--- src/rtl/prio_irq_pkg.sv ---
package prio_irq_pkg;

  typedef enum logic [1:0] {
    OP_MASK_SET = 2'd0,
    OP_MASK_CLR = 2'd1,
    OP_PEND_CLR = 2'd2,
    OP_GLB_EN   = 2'd3
  } wr_op_e;

endpackage

--- src/rtl/irq_pend_bank.sv ---
module irq_pend_bank #(
  parameter int N_SRC = 4
) (
  input  logic             clk,
  input  logic             rst_n,
  input  logic [N_SRC-1:0] req_i,
  input  logic [N_SRC-1:0] clr_i,
  output logic [N_SRC-1:0] pend_o
);

  function automatic logic next_bit(input logic cur, input logic set, input logic clr);
    // a request beats a clear in the same cycle
    return set | (cur & ~clr);
  endfunction

  for (genvar i = 0; i < N_SRC; i++) begin : g_cell
    always_ff @(posedge clk) begin
      if (!rst_n) pend_o[i] <= 1'b0;
      else        pend_o[i] <= next_bit(pend_o[i], req_i[i], clr_i[i]);
    end
  end

endmodule

--- src/rtl/irq_ctrl_regs.sv ---
module irq_ctrl_regs
  import prio_irq_pkg::*;
#(
  parameter int N_SRC = 4
) (
  input  logic             clk,
  input  logic             rst_n,
  input  logic             wr_en_i,
  input  logic [1:0]       wr_sel_i,
  input  logic [N_SRC-1:0] wr_data_i,
  input  logic             ack_i,
  output logic [N_SRC-1:0] mask_o,
  output logic             glb_en_o,
  output logic [N_SRC-1:0] pend_clr_o
);

  wr_op_e op;
  logic   do_set, do_clr, do_pclr, do_en;

  assign op      = wr_op_e'(wr_sel_i);
  assign do_set  = wr_en_i && (op == OP_MASK_SET);
  assign do_clr  = wr_en_i && (op == OP_MASK_CLR);
  assign do_pclr = wr_en_i && (op == OP_PEND_CLR);
  assign do_en   = wr_en_i && (op == OP_GLB_EN);

  assign pend_clr_o = do_pclr ? wr_data_i : '0;

  always_ff @(posedge clk) begin
    if (!rst_n) begin
      mask_o <= '0;
    end else if (do_set) begin
      mask_o <= mask_o | wr_data_i;
    end else if (do_clr) begin
      mask_o <= mask_o & ~wr_data_i;
    end
  end

  // acknowledge entering service drops the enable ahead of software
  always_ff @(posedge clk) begin
    if (!rst_n)     glb_en_o <= 1'b0;
    else if (ack_i) glb_en_o <= 1'b0;
    else if (do_en) glb_en_o <= wr_data_i[0];
  end

endmodule

--- src/rtl/irq_prio_enc.sv ---
module irq_prio_enc #(
  parameter int N_SRC  = 4,
  parameter int CODE_W = 2
) (
  input  logic [N_SRC-1:0]  act_i,
  output logic [N_SRC-1:0]  grant_o,
  output logic [CODE_W-1:0] code_o,
  output logic              any_o
);

  function automatic logic [CODE_W-1:0] first_idx(input logic [N_SRC-1:0] v);
    logic [CODE_W-1:0] c;
    c = '0;
    for (int i = N_SRC - 1; i >= 0; i--) begin
      if (v[i]) c = CODE_W'(i);
    end
    return c;
  endfunction

  // each stage passes priority on only when no lower index is active
  logic [N_SRC:0] pass;
  assign pass[0] = 1'b1;
  for (genvar i = 0; i < N_SRC; i++) begin : g_chain
    assign grant_o[i]  = pass[i] & act_i[i];
    assign pass[i+1]   = pass[i] & ~act_i[i];
  end

  assign any_o  = ~pass[N_SRC];
  assign code_o = first_idx(act_i);

endmodule

--- src/rtl/prio_irq_ctrl.sv ---
module prio_irq_ctrl #(
  parameter int N_SRC = 4,
  parameter int VEC_W = 8
) (
  input  logic             clk,
  input  logic             rst_n,
  input  logic [N_SRC-1:0] req_i,
  input  logic             wr_en_i,
  input  logic [1:0]       wr_sel_i,
  input  logic [N_SRC-1:0] wr_data_i,
  input  logic             ack_i,
  output logic             irq_o,
  output logic [VEC_W-1:0] vec_o,
  output logic             vec_oe_o
);

  localparam int CODE_W = (N_SRC > 1) ? $clog2(N_SRC) : 1;

  logic [N_SRC-1:0]  pend, mask, pend_clr, active, grant;
  logic [CODE_W-1:0] code;
  logic              glb_en, any_act;

  irq_pend_bank #(.N_SRC(N_SRC)) u_pend (
    .clk   (clk),
    .rst_n (rst_n),
    .req_i (req_i),
    .clr_i (pend_clr),
    .pend_o(pend)
  );

  irq_ctrl_regs #(.N_SRC(N_SRC)) u_regs (
    .clk       (clk),
    .rst_n     (rst_n),
    .wr_en_i   (wr_en_i),
    .wr_sel_i  (wr_sel_i),
    .wr_data_i (wr_data_i),
    .ack_i     (ack_i),
    .mask_o    (mask),
    .glb_en_o  (glb_en),
    .pend_clr_o(pend_clr)
  );

  assign active = pend & mask;

  irq_prio_enc #(.N_SRC(N_SRC), .CODE_W(CODE_W)) u_enc (
    .act_i  (active),
    .grant_o(grant),
    .code_o (code),
    .any_o  (any_act)
  );

  assign irq_o    = glb_en & any_act;
  assign vec_oe_o = ack_i;
  assign vec_o    = ack_i ? VEC_W'(code) : '0;

endmodule

--- config.mk ---
export PLATFORM = sky130hd
export DESIGN_NAME = prio_irq_ctrl
export DESIGN_NICKNAME = d
export VERILOG_FILES = /design/src/rtl/prio_irq_pkg.sv /design/src/rtl/irq_pend_bank.sv /design/src/rtl/irq_ctrl_regs.sv /design/src/rtl/irq_prio_enc.sv /design/src/rtl/prio_irq_ctrl.sv
export SDC_FILE = /design/constraint.sdc
export NUM_CORES = 1
export LEC_CHECK = 0
export ABC_CLOCK_PERIOD_IN_PS = 1700
export BUFFER_PORTS_ARGS = -buffer_cell sky130_fd_sc_hd__buf_2
export CORE_AREA = 4 4 41 43
export DETAILED_ROUTE_END_ITERATION = 12
export DIE_AREA = 0 0 45 47
export GPL_ROUTABILITY_DRIVEN = 0
export MAX_ROUTING_LAYER = met4
export SLEW_MARGIN = 20
export SYNTH_ARGS = -nofsm -noshare
export SYNTH_HDL_FRONTEND = slang
export SYNTH_SLANG_ARGS = --single-unit
export TNS_END_PERCENT = 100
--- constraint.sdc ---
create_clock -name clk -period 1.7 [get_ports clk]
set_input_delay 0.34 -clock clk [delete_from_list [all_inputs] [get_ports clk]]
set_output_delay 0.34 -clock clk [all_outputs]
set_load 0.02 [all_outputs]
==> reports/metrics.yaml, run 1 <==
outcome:
  outcome: "finished clean"
clock_network:
  cts_tree: "yes"
  cts-root-buf: "clkbuf_4"
  clk_pin_slew_worst_paths_ns: 0.06
  numCtsBuffers: 3
  ctsHoldBuffers: 0
  post_cts_buffers: 0
  numClockSinks: 9
  clk_latency_ns: 0.26
  htreeDepth: 1
  cts_resized: 0
  cts_buffer_depth: 2
synthesis:
  synthCells: 59
  synth.yosys.warnings: 0
  yosys_register_bits: 9
  synth.distinct_cells: 16
  syn_area_per_cell_sq_um: 7.995
  async_flop_share_pct: 0
  synth_edf_count: 0
  synth_flop_cell: "dfxtp_1"
  synth_seq_area_share_pct: 38.20
  netlist_area_sq_um: 471.7
layout:
  final_common_cell: "buf_2"
  layoutNonFillerInstCount: 92
  fill_cells: 140
  layout_common_cells: "17 x buf_2, 13 x nand2_1, 9 x dfxtp_1"
  fin_nets: 92
  n_antenna_cell: 0
  fin_area_sq_um: 563.0
  fin_util_pct: 43.27
  areaGrowthSynthToFinish_pct: 19.36
  layout-drive-gt1-share_pct: 27.27
placed_design:
  dpl_cell_area_sq_um: 536.8
  dp_slack_ns: 0.5131
  post-place-cells: 88
  dp_hpwl_microns: 768.5
  numPortBuffers: 17
grt:
  grt_max_degree: 11
  grt_pass1_wl_mm: 1.476
  grt_pass1_vias: 372
  grt-ovfl-total: 0
  antenna_found_initial: 0
  grt_use_total_pct: 10.07
worst_hold_path:
  hold_path_class: "input port to flop"
  holdPathEnd: "u_regs.glb_en_o"
  hold_start: "ack_i"
  hold_depth: 2
job:
  drv_cap: 0
detailed_routing:
  wl_per_cell_microns: 10.20
  routed-via-count: 430
  wl_microns: 938
  antenna_left: 0
  drt_iter0_drc: 9
  dr.pass1.iters: 4
  via_per_inst: 4.674
  drcViolationCount: 0
critical_path:
  crit_required_ns: 1.36
  worst-path-max-fanout: 3
  cp.arrival_ns: 1.10
  crit_chain: "a22oi_1, nor3b_1, buf_2"
  crit_path_top_delay_cell: "dfxtp_1"
  setup.worst_path.class: "flop to output pin"
  critical-path-max-stage-delay_ns: 0.36
  r2r_cells: 2
  r2r_end: "u_pend.pend_o[2]"
  rr_startpoint: "u_pend.pend_o[2]"
  reg2reg_setup_slack_ns: 1.04
  worstSetupEndpointType: "output pin"
  start_kind: "flop"
sta:
  worst_slack_ns: 0.2606
  finalSetupTns_ns: 0
  period_needed_ns: 1.439
  finalCritPeriodShare_pct: 84.67
  max_freq_mhz: 694.7
  fin_skew_ns: 0
  hold_viol: 0
  setup_viol: 0
  maxSlewViolCount: 0
  rsz0062_at_grt: "no"
  hold_slack_ns: 0.2645
floorplanning:
  dieArea_sq_um: 2115
  die_h_microns: 47
  core_area_sq_um: 1301
  io_pins: 24
  rows: 13
  die_x_microns: 45
  start_util_pct: 36.25
power_and_ir_drop:
  cellPowerDensity_nw_per_um2: 812.2
  p_total_uw: 457.3
  p_leak_nw: 0.2896
  peakVddDrop_uv: 478.4
-- where the power goes --
part	switching (mW)	internal, mW
Sequential	0.00632	0.222
Combinational	0.0409	0.0257
Clock	0.0722	0.0903
Total	0.119	0.338
-- worst max-delay path: cells and delay by family, from the launching register on --
family,cells,cell delay (ns)
flip-flops,1,0.36
buffers and inverters,1,0.19
AO/OA/AOI/OAI,1,0.10
AND/OR/NAND/NOR,1,0.19
-- worst max-delay path by stage --
stage                          end  cells past startpoint  slack [ns]        startpoint
after floorplan           vec_o[1]                      2        0.40              flop
after global placement    vec_o[1]                      4        0.52             ack_i
after detailed placement  vec_o[1]                      4        0.51             ack_i
after CTS                 vec_o[1]                      3        0.26  u_pend.pend_o[3]
after global routing      vec_o[1]                      3        0.18              flop
final                     vec_o[1]                      3        0.26              flop
-- layout make-up --
class,count,area (sq um),area share (%)
Timing Repair Buffer,17,85.08,15.11
Tap cell,15,18.77,3.333
Sequential cell,9,180.2,32.00
Inverter,5,18.77,3.333
Clock buffer,4,26.28,4.667
Multi-Input combinational cell,42,234.0,41.56
-- cells in the mapped netlist, types with 2 or more instances --
library cell,number,area [sq um]
o21ai_0,4,20.02
dfxtp_1,9,180.2
buf_4,7,52.55
nand2_1,13,48.80
inv_1,5,18.77
nand3_1,2,10.01
a31oi_1,5,31.28
nor3b_1,2,15.01
mux2i_1,5,50.05
-- cell families after synthesis --
kind of cell / share of synthesized area (%)
and+or+nand+nor: 20.69
buffers and inverters: 16.18
AOI/OAI and AO/OA: 13.53
DFF: 38.20
muxes: 10.61
other: 0.7950
-- metal layers --
| metal | up-vias | track usage [%] | wire length (microns) | share of wire, % |
|---|---|---|---|---|
| li1 | 221 | - | - | - |
| met1 | 186 | 12.84 | 428 | 46 |
| met2 | 20 | 14.69 | 392 | 42 |
| met3 | 3 | 3.448 | 104 | 11 |
| met4 | 0 | 3.509 | 12 | 1.3 |
| met5 | - | - | 0 | 0 |
Note: power is estimated with default switching activity, not from simulation.
==> run 2, diff against run 1 <==
--- a/config.mk
+++ b/config.mk
@@ -5,7 +5,7 @@
 export SDC_FILE = /design/constraint.sdc
 export NUM_CORES = 1
 export LEC_CHECK = 0
-export ABC_CLOCK_PERIOD_IN_PS = 1700
+export ABC_CLOCK_PERIOD_IN_PS = 1500
 export BUFFER_PORTS_ARGS = -buffer_cell sky130_fd_sc_hd__buf_2
 export CORE_AREA = 4 4 41 43
 export DETAILED_ROUTE_END_ITERATION = 12
==> constraint.sdc (replaced) <==
create_clock -name clk -period 1.5 [get_ports clk]
set_input_delay 0.3 -clock clk [delete_from_list [all_inputs] [get_ports clk]]
set_output_delay 0.3 -clock clk [all_outputs]
set_load 0.02 [all_outputs]
==> reports/metrics.yaml, run 2 (synthesized netlist as in run 1, its figures left out) <==
outcome:
  outcome: "finished clean"
layout:
  fin_area_sq_um: 574.3  # +2.0%
  fin_util_pct: 44.13  # +0.87 points
  fin_nets: 92  # unchanged
  n_antenna_cell: 0  # unchanged
  layout-drive-gt1-share_pct: 31.17  # +3.9 points
  areaGrowthSynthToFinish_pct: 21.75
  layout_common_cells: "17 x buf_2, 13 x nand2_1, 9 x dfxtp_1"
  fill_cells: 137  # -2.1%
  final_common_cell: "buf_2"
sta:
  finalCritPeriodShare_pct: 91.75
  maxSlewViolCount: 0  # unchanged
  finalSetupTns_ns: 0  # unchanged
  fin_skew_ns: 0  # unchanged
  hold_viol: 0  # unchanged
  rsz0062_at_grt: "no"
  setup_viol: 0  # unchanged
  period_needed_ns: 1.376
  worst_slack_ns: 0.1237  # -0.1369 ns
  max_freq_mhz: 726.6
critical_path:
  endpoint: "irq_o"
  worst-path-max-fanout: 3  # unchanged
  critical-path-max-stage-delay_ns: 0.33  # -0.03 ns
  crit_required_ns: 1.20  # -0.16 ns
  crit_path_top_delay_cell: "dfxtp_1"
  start_kind: "flop"
  crit_start: "u_pend.pend_o[3]"
  r2r_cells: 2  # unchanged
  reg2reg_setup_slack_ns: 0.83  # -0.21 ns
  setup.worst_path.class: "flop to output pin"
  worstSetupEndpointType: "output pin"
  crit_chain: "a22oi_2, a31oi_1, buf_2"
  rr_startpoint: "u_pend.pend_o[2]"
  cp.arrival_ns: 1.08  # -0.02 ns
  r2r_end: "u_pend.pend_o[2]"
floorplanning:
  dieArea_sq_um: 2115  # unchanged
  die_h_microns: 47  # unchanged
  die_x_microns: 45  # unchanged
  io_pins: 24  # unchanged
  start_util_pct: 36.25  # unchanged
  core_area_sq_um: 1301  # unchanged
  rows: 13  # unchanged
power_and_ir_drop:
  cellPowerDensity_nw_per_um2: 911.3  # +12%
  peakVddDrop_uv: 536.0  # +12%
  p_leak_nw: 0.2949  # +1.8%
  p_total_uw: 523.4  # +14%
grt:
  grt_pass1_wl_mm: 1.469  # -0.47%
  antenna_found_initial: 0  # unchanged
  grt-ovfl-total: 0  # unchanged
  grt_use_total_pct: 10.16  # +0.090 points
  grt_pass1_vias: 365  # -1.9%
  grt_max_degree: 11  # unchanged
placed_design:
  dp_slack_ns: 0.3869  # -0.1262 ns
  numPortBuffers: 17  # unchanged
  dpl_cell_area_sq_um: 536.8  # unchanged
  dp_hpwl_microns: 767.6  # -0.12%
job:
  drv_cap: 0  # unchanged
clock_network:
  cts_buffer_depth: 2  # unchanged
  cts-root-buf: "clkbuf_4"
  cts_resized: 0  # unchanged
  numClockSinks: 9  # unchanged
  htreeDepth: 1  # unchanged
  post_cts_buffers: 0  # unchanged
  ctsHoldBuffers: 0  # unchanged
  cts_tree: "yes"
  clk_latency_ns: 0.26  # about the same
  numCtsBuffers: 3  # unchanged
  clk_pin_slew_worst_paths_ns: 0.06  # about the same
detailed_routing:
  routed-via-count: 421  # -2.1%
  via_per_inst: 4.576  # -2.1%
  wl_microns: 916  # -2.3%
  drt_iter0_drc: 2  # -7
  antenna_left: 0  # unchanged
  dr.pass1.iters: 2  # -2
  drcViolationCount: 0  # unchanged
  wl_per_cell_microns: 9.957  # -2.3%
worst_hold_path:
  hold_path_class: "input port to flop"
-- run 2: changes by cell type in the layout (fill, tap and decap cells not counted) --
cell / before / now
nor3b_2: 0 / 1
clkbuf_1: 1 / 0
a22oi_2: 0 / 1
nor3b_1: 2 / 1
clkinv_2: 0 / 1
a22oi_1: 1 / 0
-- run 2: power breakdown --
| group | leakage (nW) | internal (mW) | total [mW] | switching, mW |
|---|---|---|---|---|
| Combinational | 0.203 | 0.0296 | 0.0755 | 0.0459 |
| Clock | 0.0177 | 0.0985 | 0.189 | 0.0901 |
| Sequential | 0.0741 | 0.251 | 0.259 | 0.00786 |
| Total | 0.295 | 0.380 | 0.523 | 0.144 |
-- run 2: final cells by class --
class | count | area, sq um | area share, %
clock buffers | 3 | 22.52 | 3.922
repair buffers | 17 | 85.08 | 14.81
flip-flops and latches | 9 | 180.2 | 31.37
clock inverters | 1 | 5.005 | 0.8715
multi-input cells | 42 | 244.0 | 42.48
inverters | 5 | 18.77 | 3.268
well taps | 15 | 18.77 | 3.268
-- run 2: critical path: cells and delay by family, from the launching register on --
family / cells / cell delay, ns
AOI/OAI and AO/OA: 2 / 0.32
buffers and inverters: 1 / 0.16
DFF: 1 / 0.33
-- run 2: stage by stage --
| step | instances | hold WS, ns |
|---|---|---|
| 6_report | 92 | 0.2118 |
| 5_1_grt | 92 | 0.2221 |
| 4_1_cts | 92 | 0.2084 |
| 3_5_place_dp | 88 | 0.4595 |
| 3_3_place_gp | 88 | 0.4485 |
| 2_1_floorplan | 64 | 0.3761 |
-- run 2: worst min-delay path by stage --
stage	start	to	slack [ns]	cells after the start
4_1_cts	ack_i	u_regs.glb_en_o	0.21	2
2_1_floorplan	ack_i	u_regs.glb_en_o	0.38	1
5_1_grt	wr_data_i[1]	u_pend.pend_o[1]	0.22	2
3_3_place_gp	flop	flop	0.45	2
6_report	ack_i	u_regs.glb_en_o	0.21	2
3_5_place_dp	flop	flop	0.46	2
-- run 2: per-layer routing --
layer | routed length, microns | global-route usage (%) | vias to the layer above
met5 | 0 | - | -
met4 | 17 | 7.018 | 0
met3 | 98 | 2.299 | 2
met2 | 373 | 13.56 | 19
met1 | 426 | 13.33 | 176
li1 | - | - | 224
==> run 3, diff against run 2 <==
--- a/config.mk
+++ b/config.mk
@@ -5,7 +5,7 @@
 export SDC_FILE = /design/constraint.sdc
 export NUM_CORES = 1
 export LEC_CHECK = 0
-export ABC_CLOCK_PERIOD_IN_PS = 1500
+export ABC_CLOCK_PERIOD_IN_PS = 1600
 export BUFFER_PORTS_ARGS = -buffer_cell sky130_fd_sc_hd__buf_2
 export CORE_AREA = 4 4 41 43
 export DETAILED_ROUTE_END_ITERATION = 12
==> constraint.sdc (replaced) <==
create_clock -name clk -period 1.6 [get_ports clk]
set_input_delay 0.32 -clock clk [delete_from_list [all_inputs] [get_ports clk]]
set_output_delay 0.32 -clock clk [all_outputs]
set_load 0.02 [all_outputs]
==> reports/metrics.yaml, run 3 (synthesized netlist as in run 1, its figures left out) <==
critical_path:
  rr_startpoint: "u_pend.pend_o[2]"
  setup.worst_path.class: "flop to output pin"
  worstSetupEndpointType: "output pin"
  crit_start: "u_pend.pend_o[3]"
  start_kind: "flop"
  worst-path-max-fanout: 3  # unchanged
  cp.arrival_ns: 1.13  # +0.05 ns
  crit_required_ns: 1.28  # +0.08 ns
worst_hold_path:
  hold_path_class: "input port to flop"
  hold_start: "ack_i"
clock_network:
  cts-root-buf: "clkbuf_4"
  htreeDepth: 1  # unchanged
  cts_resized: 0  # unchanged
  ctsHoldBuffers: 0  # unchanged
  clk_pin_slew_worst_paths_ns: 0.06  # about the same
  numClockSinks: 9  # unchanged
  cts_buffer_depth: 2  # unchanged
  cts_tree: "yes"
  post_cts_buffers: 0  # unchanged
  numCtsBuffers: 3  # unchanged
  clk_latency_ns: 0.25  # about the same
power_and_ir_drop:
  pwr-share-seq_pct: 50.4  # +0.9 points
  cellPowerDensity_nw_per_um2: 853.7  # -6.3%
  p_leak_nw: 0.2896  # -1.8%
  sw_frac_of_total_pct: 25.37  # -2.1 points
  clkPwrFrac_pct: 34.9  # -1.1 points
  peakVddDrop_uv: 445.5  # -17%
  internal_power_uw: 358.7  # -5.5%
  p_comb_share_pct: 14.6  # +0.2 points
  p_sw_uw: 122.0  # -15%
grt:
  grt_pass1_vias: 375  # +2.7%
  grt_max_degree: 11  # unchanged
  busiest_layer: "met2"
  grt_use_total_pct: 10.55  # +0.39 points
  grt-ovfl-total: 0  # unchanged
  met1_usage_pct: 12.13  # -1.2 points
  antenna_found_initial: 0  # unchanged
  use_met2_pct: 15.54  # +2.0 points
  grt_pass1_wl_mm: 1.524  # +3.7%
  grtUsageMet3_pct: 2.299  # unchanged
placed_design:
  numPortBuffers: 17  # unchanged
  dp_hpwl_microns: 802.4  # +4.5%
outcome:
  outcome: "finished clean"
detailed_routing:
  drcViolationCount: 0  # unchanged
  wl_microns: 948  # +3.5%
  wl_per_cell_microns: 10.30  # +3.5%
  drt_iter0_drc: 7  # +5
  dr.pass1.iters: 4  # +2
  via_per_inst: 4.478  # -2.1%
  antenna_left: 0  # unchanged
  routed-via-count: 412  # -2.1%
layout:
  n_antenna_cell: 0  # unchanged
  ff_latch_area_sq_um: 180.2  # unchanged
  areaGrowthSynthToFinish_pct: 19.36
  layout-drive-gt1-share_pct: 27.27  # -3.9 points
  fin_nets: 92  # unchanged
  final_common_cell: "buf_2"
  layout_common_cells: "17 x buf_2, 13 x nand2_1, 9 x dfxtp_1"
  multi_input_area_sq_um: 234.0  # -4.1%
  fill_cells: 142  # +3.6%
sta:
  maxSlewViolCount: 0  # unchanged
  finalCritPeriodShare_pct: 90.56
  period_needed_ns: 1.449
  setup_viol: 0  # unchanged
  finalSetupTns_ns: 0  # unchanged
  rsz0062_at_grt: "no"
  fin_skew_ns: 0  # unchanged
  hold_viol: 0  # unchanged
  hold_slack_ns: 0.2537  # +0.04192 ns
  max_freq_mhz: 690.1
floorplanning:
  rows: 13  # unchanged
  start_util_pct: 36.25  # unchanged
  core_area_sq_um: 1301  # unchanged
  die_x_microns: 45  # unchanged
  dieArea_sq_um: 2115  # unchanged
  die_h_microns: 47  # unchanged
  io_pins: 24  # unchanged
job:
  drv_cap: 0  # unchanged
run 3: worst paths after layout:
| kind | to | slack [ns] | depth (start not counted) |
|---|---|---|---|
| max | vec_o[1] | 0.15 | 3 |
| min | u_regs.glb_en_o | 0.25 | 2 |
| max reg2reg | u_pend.pend_o[2] | 0.93 | 2 |
| min reg2reg | flop | 0.46 | 2 |
run 3: metrics by stage:
step	area [sq um]	power, mW	util [%]	worst slack [ns]	std cells
after floorplan	490.5	0.3023	-	0.3164	64
after global placement	536.8	0.3171	41.25	0.4593	88
after detailed placement	536.8	0.3183	41.25	0.3973	88
after CTS	563.0	0.4908	43.27	0.1350	92
after global routing	563.0	0.5119	43.27	0.05718	92
final	563.0	0.4807	43.27	0.1510	92
run 3: final cells by class:
cell class	instances	share of cell area (%)
tap	15	3.333
multi-input combinational	42	41.56
clock buffer	4	4.667
timing repair buffer	17	15.11
inverter	5	3.333
sequential	9	32.00
run 3: worst max-delay path, cell delays in order, from the launching register on:
cell and delay (ns):
dfxtp_1 0.34, a22oi_1 0.11, nor3b_1 0.22, buf_2 0.20
run 3: power by group through the flow:
stage	clock network [mW]	registers, mW	logic [mW]
3_3_place_gp	0	0.247	0.0698
5_1_grt	0.188	0.244	0.0798
4_1_cts	0.177	0.242	0.0711
2_1_floorplan	0	0.245	0.0568
6_report	0.168	0.242	0.0704
3_5_place_dp	0	0.247	0.0710
run 3: layer usage:
layer	up-vias	wire, microns	part of all wire (%)
met3	2	97	10
li1	221	-	-
met2	19	419	44
met1	170	418	44
met4	0	12	1.3
met5	-	0	0
